--- src/rtl/rail_sup_pkg.sv ---
package rail_sup_pkg;
  typedef enum logic [1:0] {
    ST_IDLE = 2'd0,
    ST_HOLD = 2'd1,
    ST_GOOD = 2'd2
  } supState_t;

  typedef struct packed {
    logic loadTimer;
    logic runTimer;
  } timerStrobe_t;
endpackage

--- src/rtl/rail_sup_channel.sv ---
module rail_sup_channel (
  input  logic clk,
  input  logic rst,
  input  logic enable,
  input  logic upperOk,
  input  logic lowerLost,
  output logic goodFlag,
  output logic softStart
);
  logic enPrev;

  always_ff @(posedge clk) begin
    if (rst) begin
      goodFlag  <= 1'b0;
      enPrev    <= 1'b0;
      softStart <= 1'b0;
    end else begin
      enPrev    <= enable;
      softStart <= enable & ~enPrev;
      if (!enable || lowerLost) goodFlag <= 1'b0;
      else if (upperOk)         goodFlag <= 1'b1;
    end
  end
endmodule

--- src/rtl/rail_sup_datapath.sv ---
module rail_sup_datapath
  import rail_sup_pkg::*;
#(
  parameter int NUM_CH  = 3,
  parameter int TIMER_W = 24
) (
  input  logic               clk,
  input  logic               rst,
  input  logic [NUM_CH-1:0]  chanEn,
  input  logic [NUM_CH-1:0]  upperOk,
  input  logic [NUM_CH-1:0]  lowerLost,
  input  logic               supplyWarn,
  input  logic [TIMER_W-1:0] holdCycles,
  input  timerStrobe_t       strobe,
  output logic               railsReady,
  output logic               holdZero,
  output logic               timerLast,
  output logic [NUM_CH-1:0]  softStartReq
);
  logic [NUM_CH-1:0]  goodFlags;
  logic [TIMER_W-1:0] count;

  for (genvar i = 0; i < NUM_CH; i++) begin : gChan
    rail_sup_channel uChan (
      .clk       (clk),
      .rst       (rst),
      .enable    (chanEn[i]),
      .upperOk   (upperOk[i]),
      .lowerLost (lowerLost[i]),
      .goodFlag  (goodFlags[i]),
      .softStart (softStartReq[i])
    );
  end

  logic anyEnabled, anyFault, allGood;
  always_comb begin
    anyEnabled = |chanEn;
    anyFault   = |(chanEn & lowerLost);
    allGood    = &(goodFlags | ~chanEn);
    railsReady = anyEnabled & allGood & ~anyFault & ~supplyWarn;
  end

  always_ff @(posedge clk) begin
    if (rst)                   count <= '0;
    else if (strobe.loadTimer) count <= holdCycles;
    else if (strobe.runTimer)  count <= count - 1'b1;
  end

  assign holdZero  = (holdCycles == '0);
  assign timerLast = (count == TIMER_W'(1));
endmodule

--- src/rtl/rail_sup_ctrl.sv ---
module rail_sup_ctrl
  import rail_sup_pkg::*;
(
  input  logic         clk,
  input  logic         rst,
  input  logic         railsReady,
  input  logic         holdZero,
  input  logic         timerLast,
  output timerStrobe_t strobe,
  output logic         release_o
);
  supState_t state, nextState;

  always_comb begin
    nextState        = state;
    strobe.loadTimer = 1'b0;
    strobe.runTimer  = 1'b0;
    unique case (state)
      ST_IDLE: begin
        if (railsReady) begin
          strobe.loadTimer = 1'b1;
          nextState        = holdZero ? ST_GOOD : ST_HOLD;
        end
      end
      ST_HOLD: begin
        if (!railsReady) nextState = ST_IDLE;
        else begin
          strobe.runTimer = 1'b1;
          if (timerLast) nextState = ST_GOOD;
        end
      end
      ST_GOOD: begin
        if (!railsReady) nextState = ST_IDLE;
      end
      default: nextState = ST_IDLE;
    endcase
  end

  always_ff @(posedge clk) begin
    if (rst) state <= ST_IDLE;
    else     state <= nextState;
  end

  assign release_o = (state == ST_GOOD);
endmodule

--- src/rtl/rail_reset_supervisor.sv ---
module rail_reset_supervisor
  import rail_sup_pkg::*;
#(
  parameter int NUM_CH  = 3,
  parameter int TIMER_W = 24
) (
  input  logic               clk,
  input  logic               rst,
  input  logic [NUM_CH-1:0]  chanEn,
  input  logic [NUM_CH-1:0]  upperOk,
  input  logic [NUM_CH-1:0]  lowerLost,
  input  logic               supplyWarn,
  input  logic [TIMER_W-1:0] holdCycles,
  output logic               resetRelease,
  output logic [NUM_CH-1:0]  softStartReq
);
  timerStrobe_t strobe;
  logic railsReady, holdZero, timerLast;

  rail_sup_datapath #(.NUM_CH(NUM_CH), .TIMER_W(TIMER_W)) uData (
    .clk          (clk),
    .rst          (rst),
    .chanEn       (chanEn),
    .upperOk      (upperOk),
    .lowerLost    (lowerLost),
    .supplyWarn   (supplyWarn),
    .holdCycles   (holdCycles),
    .strobe       (strobe),
    .railsReady   (railsReady),
    .holdZero     (holdZero),
    .timerLast    (timerLast),
    .softStartReq (softStartReq)
  );

  rail_sup_ctrl uCtrl (
    .clk        (clk),
    .rst        (rst),
    .railsReady (railsReady),
    .holdZero   (holdZero),
    .timerLast  (timerLast),
    .strobe     (strobe),
    .release_o  (resetRelease)
  );
endmodule

--- config.mk ---
export PLATFORM = sky130hd
export DESIGN_NAME = rail_reset_supervisor
export DESIGN_NICKNAME = d
export VERILOG_FILES = /design/src/rtl/rail_sup_pkg.sv /design/src/rtl/rail_sup_channel.sv /design/src/rtl/rail_sup_datapath.sv /design/src/rtl/rail_sup_ctrl.sv /design/src/rtl/rail_reset_supervisor.sv
export SDC_FILE = /design/constraint.sdc
export NUM_CORES = 1
export LEC_CHECK = 0
export ABC_CLOCK_PERIOD_IN_PS = 2750
export BUFFER_PORTS_ARGS = -buffer_cell sky130_fd_sc_hd__buf_4
export CAP_MARGIN = 20
export CORE_MARGIN = 2
export CORE_UTILIZATION = 55
export CTS_BUF_LIST = sky130_fd_sc_hd__clkbuf_2 sky130_fd_sc_hd__clkbuf_4 sky130_fd_sc_hd__clkbuf_8
export DETAILED_ROUTE_END_ITERATION = 6
export PLACE_DENSITY = 0.79
export RECOVER_POWER = 25
export SLEW_MARGIN = 15
export SYNTH_ARGS = -nofsm -noshare
export SYNTH_HDL_FRONTEND = slang
export SYNTH_SLANG_ARGS = --single-unit
--- constraint.sdc ---
create_clock -name clk -period 2.75 [get_ports clk]
set_clock_uncertainty 0.15 [all_clocks]
set_input_delay 0.4125 -clock clk [delete_from_list [all_inputs] [get_ports clk]]
set_output_delay 0.4125 -clock clk [all_outputs]
set_load 0.01 [all_outputs]
==> flow_summary.yaml, run 1 <==
run_status:
  status: "finished clean"
floorplanning:
  die_w_microns: 65.2
  io_pins: 40
  die_area_sq_um: 4250
  core.rowCount: 22
  die_height_microns: 65.2
  start_util: 0.566
  core-area_sq_um: 3630
synth:
  synth-main-ff-cell: "dfxtp_1"
  synth_area_leader_cell: "dfxtp_1"
  ys_top_cells_by_area: "dfxtp_1 34%, nand2_1 4.9%, nor2_1 4.9%"
  netlist_top_cells_count: "35 x dfxtp_1, 27 x nand2_1, 27 x nor2_1"
  ys_ff_latch: 35
  synth_cells: 274
  synth_seq_area_share: 0.340
  synth_cell_types: 51
  synth.net_count: 312
  yosysMostFrequentCell: "dfxtp_1"
  synth_compound_gate_area_share: 0.252
  ys_warn_count: 0
  synth-xor-area-share: 0
  synthAdderAreaFrac: 0.0122
  synthSimpleGateAreaFrac: 0.314
  synth-edff-count: 0
  synthMuxAreaShare: 0.00973
  synth_area_per_cell_sq_um: 7.51
  synthArstFlopShare: 0
  synth_top_family_by_area: "simple AND/OR/NAND/NOR gates"
  synth.top_cell.area_share: 0.340
  synth_area_sq_um: 2060
sta:
  period_needed_ns: 2.50
  period_share: 0.910
  holdWs_ns: 0.132
  fmax_ghz: 0.399
  fin_setup_tns_ns: 0
  rsz0062_at_grt: "no"
  worst_pin_slew_ns: 1.12
  max_slew_margin: 0.256
  final-max-slew-violation-count: 0
  finalHoldViolations: 0
  finalSetupViolations: 0
finish:
  syn2layout_area_growth_pct: 21.0
  seq_area_sq_um: 701
  n_fill_cell: 342
  final_nets: 349
  drive_above_1_share: 0.192
  final-instance-count-excl-fill: 360
  num_antenna_cells: 0
  multi_input_area_sq_um: 1210
setup_path:
  critical-path-max-stage-delay_ns: 0.63
  r2r-end: "uData.count[20]$_SDFFE_PP0P_"
  r2r-start: "uData.count[0]$_SDFFE_PP0P_"
  slowest_stage: "or4b_1"
  cp.buffers_inverters: 1
  critPathCaptureType: "flop"
  critPathKind: "flop to flop"
  r2r_cells: 6
  cp.arrival_ns: 2.48
  critPathLaunchType: "flop"
  crit_fanout: 8
  crit_family: "simple AND/OR/NAND/NOR gates"
  regToRegSetupSlack_ns: 0.25
  path_cells: "inv_1, ha_1, or4b_1, or4_1, a32oi_1, a31oi_1"
  required_ns: 2.73
  worst-path-stages: 6
route:
  drc: 0
  first_pass_iters: 5
  postRouteAntennaNets: 0
  viasPerCell: 6.36
  drt_iter0_markers: 188
  wl_per_cell_microns: 16.7
  dr_total_vias: 2290
  wirelength_microns: 6020
power:
  p_sw_frac: 0.274
  power_density_nw_per_um2: 509
  power_frac_clock: 0.382
  pwr-share-comb: 0.193
  irDropWorstVdd_v: 0.000301
  internal-power_uw: 920
  seqPwrFrac: 0.426
  p_leak_nw: 0.968
  p_switching_uw: 347
cts:
  cts_root_buf: "clkbuf_8"
  cts_resized: 0
  htree_levels: 2
  cts-buffers-inserted: 5
  post-cts-setup-buffer-count: 0
  max-clock-path-buffers: 2
  cts_sinks: 35
  cts.clk_slew.worst_paths_ns: 0.07
  clkLatencyLatePin_ns: 0.29
  cts_tree: "yes"
  holdBufCountCts: 0
min_path:
  hold_start: "lowerLost[2]"
  min_path_cells: 2
  holdPathEnd: "uData.gChan[2].uChan.goodFlag$_SDFFE_PP0P_"
  hp-class: "input port to flop"
global_routing:
  grt_max_degree: 28
  grt-ovfl-total: 0
  grt_pass1_wl_microns: 10100
  grtUsageTotal: 0.306
  antenna_found_initial: 0
  grt_pass1_vias: 2250
placed_design:
  dpl.cell_count: 352
  io_buffers: 39
  hpwlAfterDp_microns: 4260
  place.gp.congestion: 0.903
run:
  cap_violations: 0
==> state kept, by name (all words and copies together) (netlist names) <==
signal,flops
uData.count,24
uData.gChan.uChan.enPrev,3
uData.gChan.uChan.goodFlag,3
uData.gChan.uChan.softStart,3
uCtrl.state,2
==> cells by family (layout without fill, tap and decap cells) <==
kind of cell    after synthesis  after routing
simple gates                126            126
compound gates               75             75
fa+ha+maj                     2              2
buf+inv                      34             72
mux                           2              2
flops                        35             35
==> worst max path at each step <==
stage | endpoint | startpoint
after floorplan | uData.count[20]$_SDFFE_PP0P_ | uData.count[0]$_SDFFE_PP0P_
after global placement | uData.count[20]$_SDFFE_PP0P_ | uData.count[0]$_SDFFE_PP0P_
after detailed placement | uData.count[20]$_SDFFE_PP0P_ | uData.count[0]$_SDFFE_PP0P_
after CTS | uData.count[20]$_SDFFE_PP0P_ | uData.count[0]$_SDFFE_PP0P_
after global routing | uData.count[20]$_SDFFE_PP0P_ | uData.count[0]$_SDFFE_PP0P_
final | uData.count[20]$_SDFFE_PP0P_ | uData.count[0]$_SDFFE_PP0P_
==> layout make-up <==
cell class                      count  area share
Multi-Input combinational cell    205       0.486
Sequential cell                    35       0.281
Timing Repair Buffer               47       0.136
Clock buffer                        6      0.0331
Inverter                           17      0.0256
Tap cell                           48      0.0241
Clock inverter                      2      0.0141
==> metrics by stage <==
| stage | setup slack (ns) | area (sq um) | utilization | total power [mW] |
|---|---|---|---|---|
| 5_1_grt | 0.0834 | 2490 | 0.686 | 1.33 |
| 6_report | 0.247 | 2490 | 0.686 | 1.27 |
| 3_5_place_dp | 0.329 | 2390 | 0.657 | 0.791 |
| 3_3_place_gp | 0.406 | 2390 | 0.657 | 0.787 |
| 2_1_floorplan | 0.506 | 2060 | - | 0.694 |
| 4_1_cts | 0.314 | 2510 | 0.690 | 1.27 |
==> per-layer routing <==
layer  up-vias  global-route usage  part of all wire
met2       116               0.471              0.47
met1      1055               0.391              0.41
li1       1093                   -                 -
met4         0               0.161             0.036
met3        26              0.0805             0.080
met5         -                   0                 0
==> worst reg2reg max path, stage by stage (launching register included) <==
cell and delay, ns:
dfxtp_1 0.34, inv_1 0.09, ha_1 0.27, or4b_1 0.63
or4_1 0.55, a32oi_1 0.21, a31oi_1 0.10
==> layout by cell type (no fill, tap or decap), drive strengths merged, types with 3 or more instances in the layout <==
master	instances
a211oi	6
a21boi	3
a21o	3
a21oi	15
a221oi	3
a31oi	9
buf	43
clkbuf	10
dfxtp	35
inv	17
nand2	27
nand2b	4
nand3	10
nand4	8
nor2	27
nor2b	4
nor3	14
nor4	17
o21ai	12
o32ai	7
or2	3
or4	3
==> power by group through the flow <==
stage	logic [mW]	clock network [mW]	registers [mW]
global placement	0.237	0	0.550
detailed placement	0.241	0	0.550
CTS	0.243	0.490	0.538
finish	0.244	0.484	0.539
global route	0.269	0.518	0.541
floorplan	0.149	0	0.545
Note: power is estimated with default switching activity, not from simulation.
==> inputs of run 2 (changes only) <==
--- a/config.mk
+++ b/config.mk
@@ -8,6 +8,7 @@
 export ABC_CLOCK_PERIOD_IN_PS = 2750
 export BUFFER_PORTS_ARGS = -buffer_cell sky130_fd_sc_hd__buf_4
 export CAP_MARGIN = 20
+export CORE_ASPECT_RATIO = 0.9
 export CORE_MARGIN = 2
 export CORE_UTILIZATION = 55
 export CTS_BUF_LIST = sky130_fd_sc_hd__clkbuf_2 sky130_fd_sc_hd__clkbuf_4 sky130_fd_sc_hd__clkbuf_8
==> run 2 against run 1 <==
Net effect:
- first-iteration DRC count is 16% lower
- die area hardly changed
- final cell count stayed put
- register-to-register slack hardly changed
- fmax is 0.24% lower
- highest routed layer unchanged
- critical endpoint unchanged
- critical path type unchanged
==> flow_summary.yaml, run 2 (synthesis gave the netlist of run 1 again) <==
cts:
  cts_root_buf: "clkbuf_8"
  cts-buffers-inserted: 5
  post-cts-setup-buffer-count: 0
  holdBufCountCts: 0
  cts_tree: "yes"
  htree_levels: 2
  cts_resized: 0
  clkLatencyLatePin_ns: 0.30
  cts_sinks: 35
  cts.clk_slew.worst_paths_ns: 0.08
  max-clock-path-buffers: 2
power:
  p_sw_frac: 0.284
  power_frac_clock: 0.378
  p_leak_nw: 0.986
  irDropWorstVdd_v: 0.000304
  pwr-share-comb: 0.194
  seqPwrFrac: 0.429
  power_density_nw_per_um2: 500
  total_power_mw: 1.25
  internal-power_uw: 898
  p_switching_uw: 356
floorplanning:
  die_w_microns: 68.5
  start_util: 0.564
  core-area_sq_um: 3650
  die_area_sq_um: 4250
  die_height_microns: 62.0
  core.rowCount: 21
  io_pins: 40
finish:
  utilization: 0.687
  largest_reg_flops: 24
  final_cell_mix: "48 x buf_4, 35 x dfxtp_1, 27 x nand2_1, 27 x nor2_1"
  top_register: "uData.count"
  num_antenna_cells: 0
  final_nets: 351
  syn2layout_area_growth_pct: 21.9
  drive_above_1_share: 0.207
  final_common_cell: "buf_4"
  n_fill_cell: 330
setup_path:
  cp.arrival_ns: 2.49
  critPathLaunchType: "flop"
  critPathCaptureType: "flop"
  crit_fanout: 8
  critPathKind: "flop to flop"
  required_ns: 2.73
route:
  dr_total_vias: 2277
  postRouteAntennaNets: 0
  wirelength_microns: 5780
  first_pass_iters: 5
  viasPerCell: 6.33
  drt_iter0_markers: 158
  wl_per_cell_microns: 16.0
  drc: 0
global_routing:
  grt_pass1_vias: 1964
  grt_pass1_wl_microns: 9150
  grtUsageTotal: 0.290
  grt-ovfl-total: 0
  antenna_found_initial: 0
  grt_max_degree: 28
sta:
  worst_pin_slew_ns: 1.10
  final-max-slew-violation-count: 0
  fin_setup_tns_ns: 0
  period_share: 0.913
  max_slew_margin: 0.266
  finalHoldViolations: 0
  fmax_ghz: 0.398
  rsz0062_at_grt: "no"
  finalSetupViolations: 0
  period_needed_ns: 2.51
min_path:
  hp-class: "input port to flop"
placed_design:
  place.gp.congestion: 0.878
  hpwlAfterDp_microns: 4140
  io_buffers: 39
run_status:
  status: "finished clean"
run:
  cap_violations: 0
-- run 2: changes by cell type in the layout (fill, tap and decap cells not counted) --
cell and change:
buf_4 +5, clkinv_4 +1, clkbuf_8 -1, clkbuf_1 -3
-- run 2: path summary, 6_finish.rpt --
check                                                             from                                    endpoint  slack (ns)  depth (start not counted)
worst min-delay path                                      lowerLost[0]  uData.gChan[0].uChan.goodFlag$_SDFFE_PP0P_        0.12                          2
worst max register to register             uData.count[0]$_SDFFE_PP0P_                uData.count[20]$_SDFFE_PP0P_        0.24                          6
worst max-delay path                       uData.count[0]$_SDFFE_PP0P_                uData.count[20]$_SDFFE_PP0P_        0.24                          6
worst min register to register  uData.gChan[2].uChan.enPrev$_SDFF_PP0_   uData.gChan[2].uChan.softStart$_SDFF_PP0_        0.23                          1
-- run 2: critical path: stages, from the launching register on --
cell     delay [ns]
dfxtp_1        0.35
inv_1          0.09
ha_1           0.27
or4b_1         0.62
or4_1          0.55
a32oi_1        0.20
a31oi_1        0.11
-- run 2: per-stage QoR --
step	hold WS (ns)	area (sq um)	instances	setup WS [ns]
detailed placement	0.224	2400	352	0.333
global placement	0.219	2400	352	0.405
global route	0.128	2510	360	0.151
floorplan	0.218	2060	274	0.506
finish	0.122	2510	360	0.241
CTS	0.120	2510	360	0.305
-- run 2: final cells by class --
type                    count  area [sq um]  area share
clock inverters             3          43.8      0.0174
well taps                  46          57.6      0.0229
multi-input cells         205          1210       0.483
flip-flops and latches     35           701       0.279
inverters                  17          63.8      0.0254
clock buffers               5          68.8      0.0274
repair buffers             49           364       0.145
-- run 2: power groups by stage --
stage / registers, mW / clock network, mW / logic, mW
after global routing: 0.540 / 0.498 / 0.267
after floorplan: 0.545 / 0 / 0.149
after CTS: 0.537 / 0.479 / 0.239
after global placement: 0.549 / 0 / 0.236
after detailed placement: 0.549 / 0 / 0.237
final: 0.538 / 0.474 / 0.243
-- run 2: routing by layer --
| metal | vias to the layer above | part of all wire | global-route usage |
|---|---|---|---|
| met5 | - | 0 | 0 |
| met4 | 0 | 0.026 | 0.126 |
| met3 | 17 | 0.095 | 0.0432 |
| met2 | 113 | 0.45 | 0.449 |
| met1 | 1044 | 0.43 | 0.402 |
| li1 | 1103 | - | - |
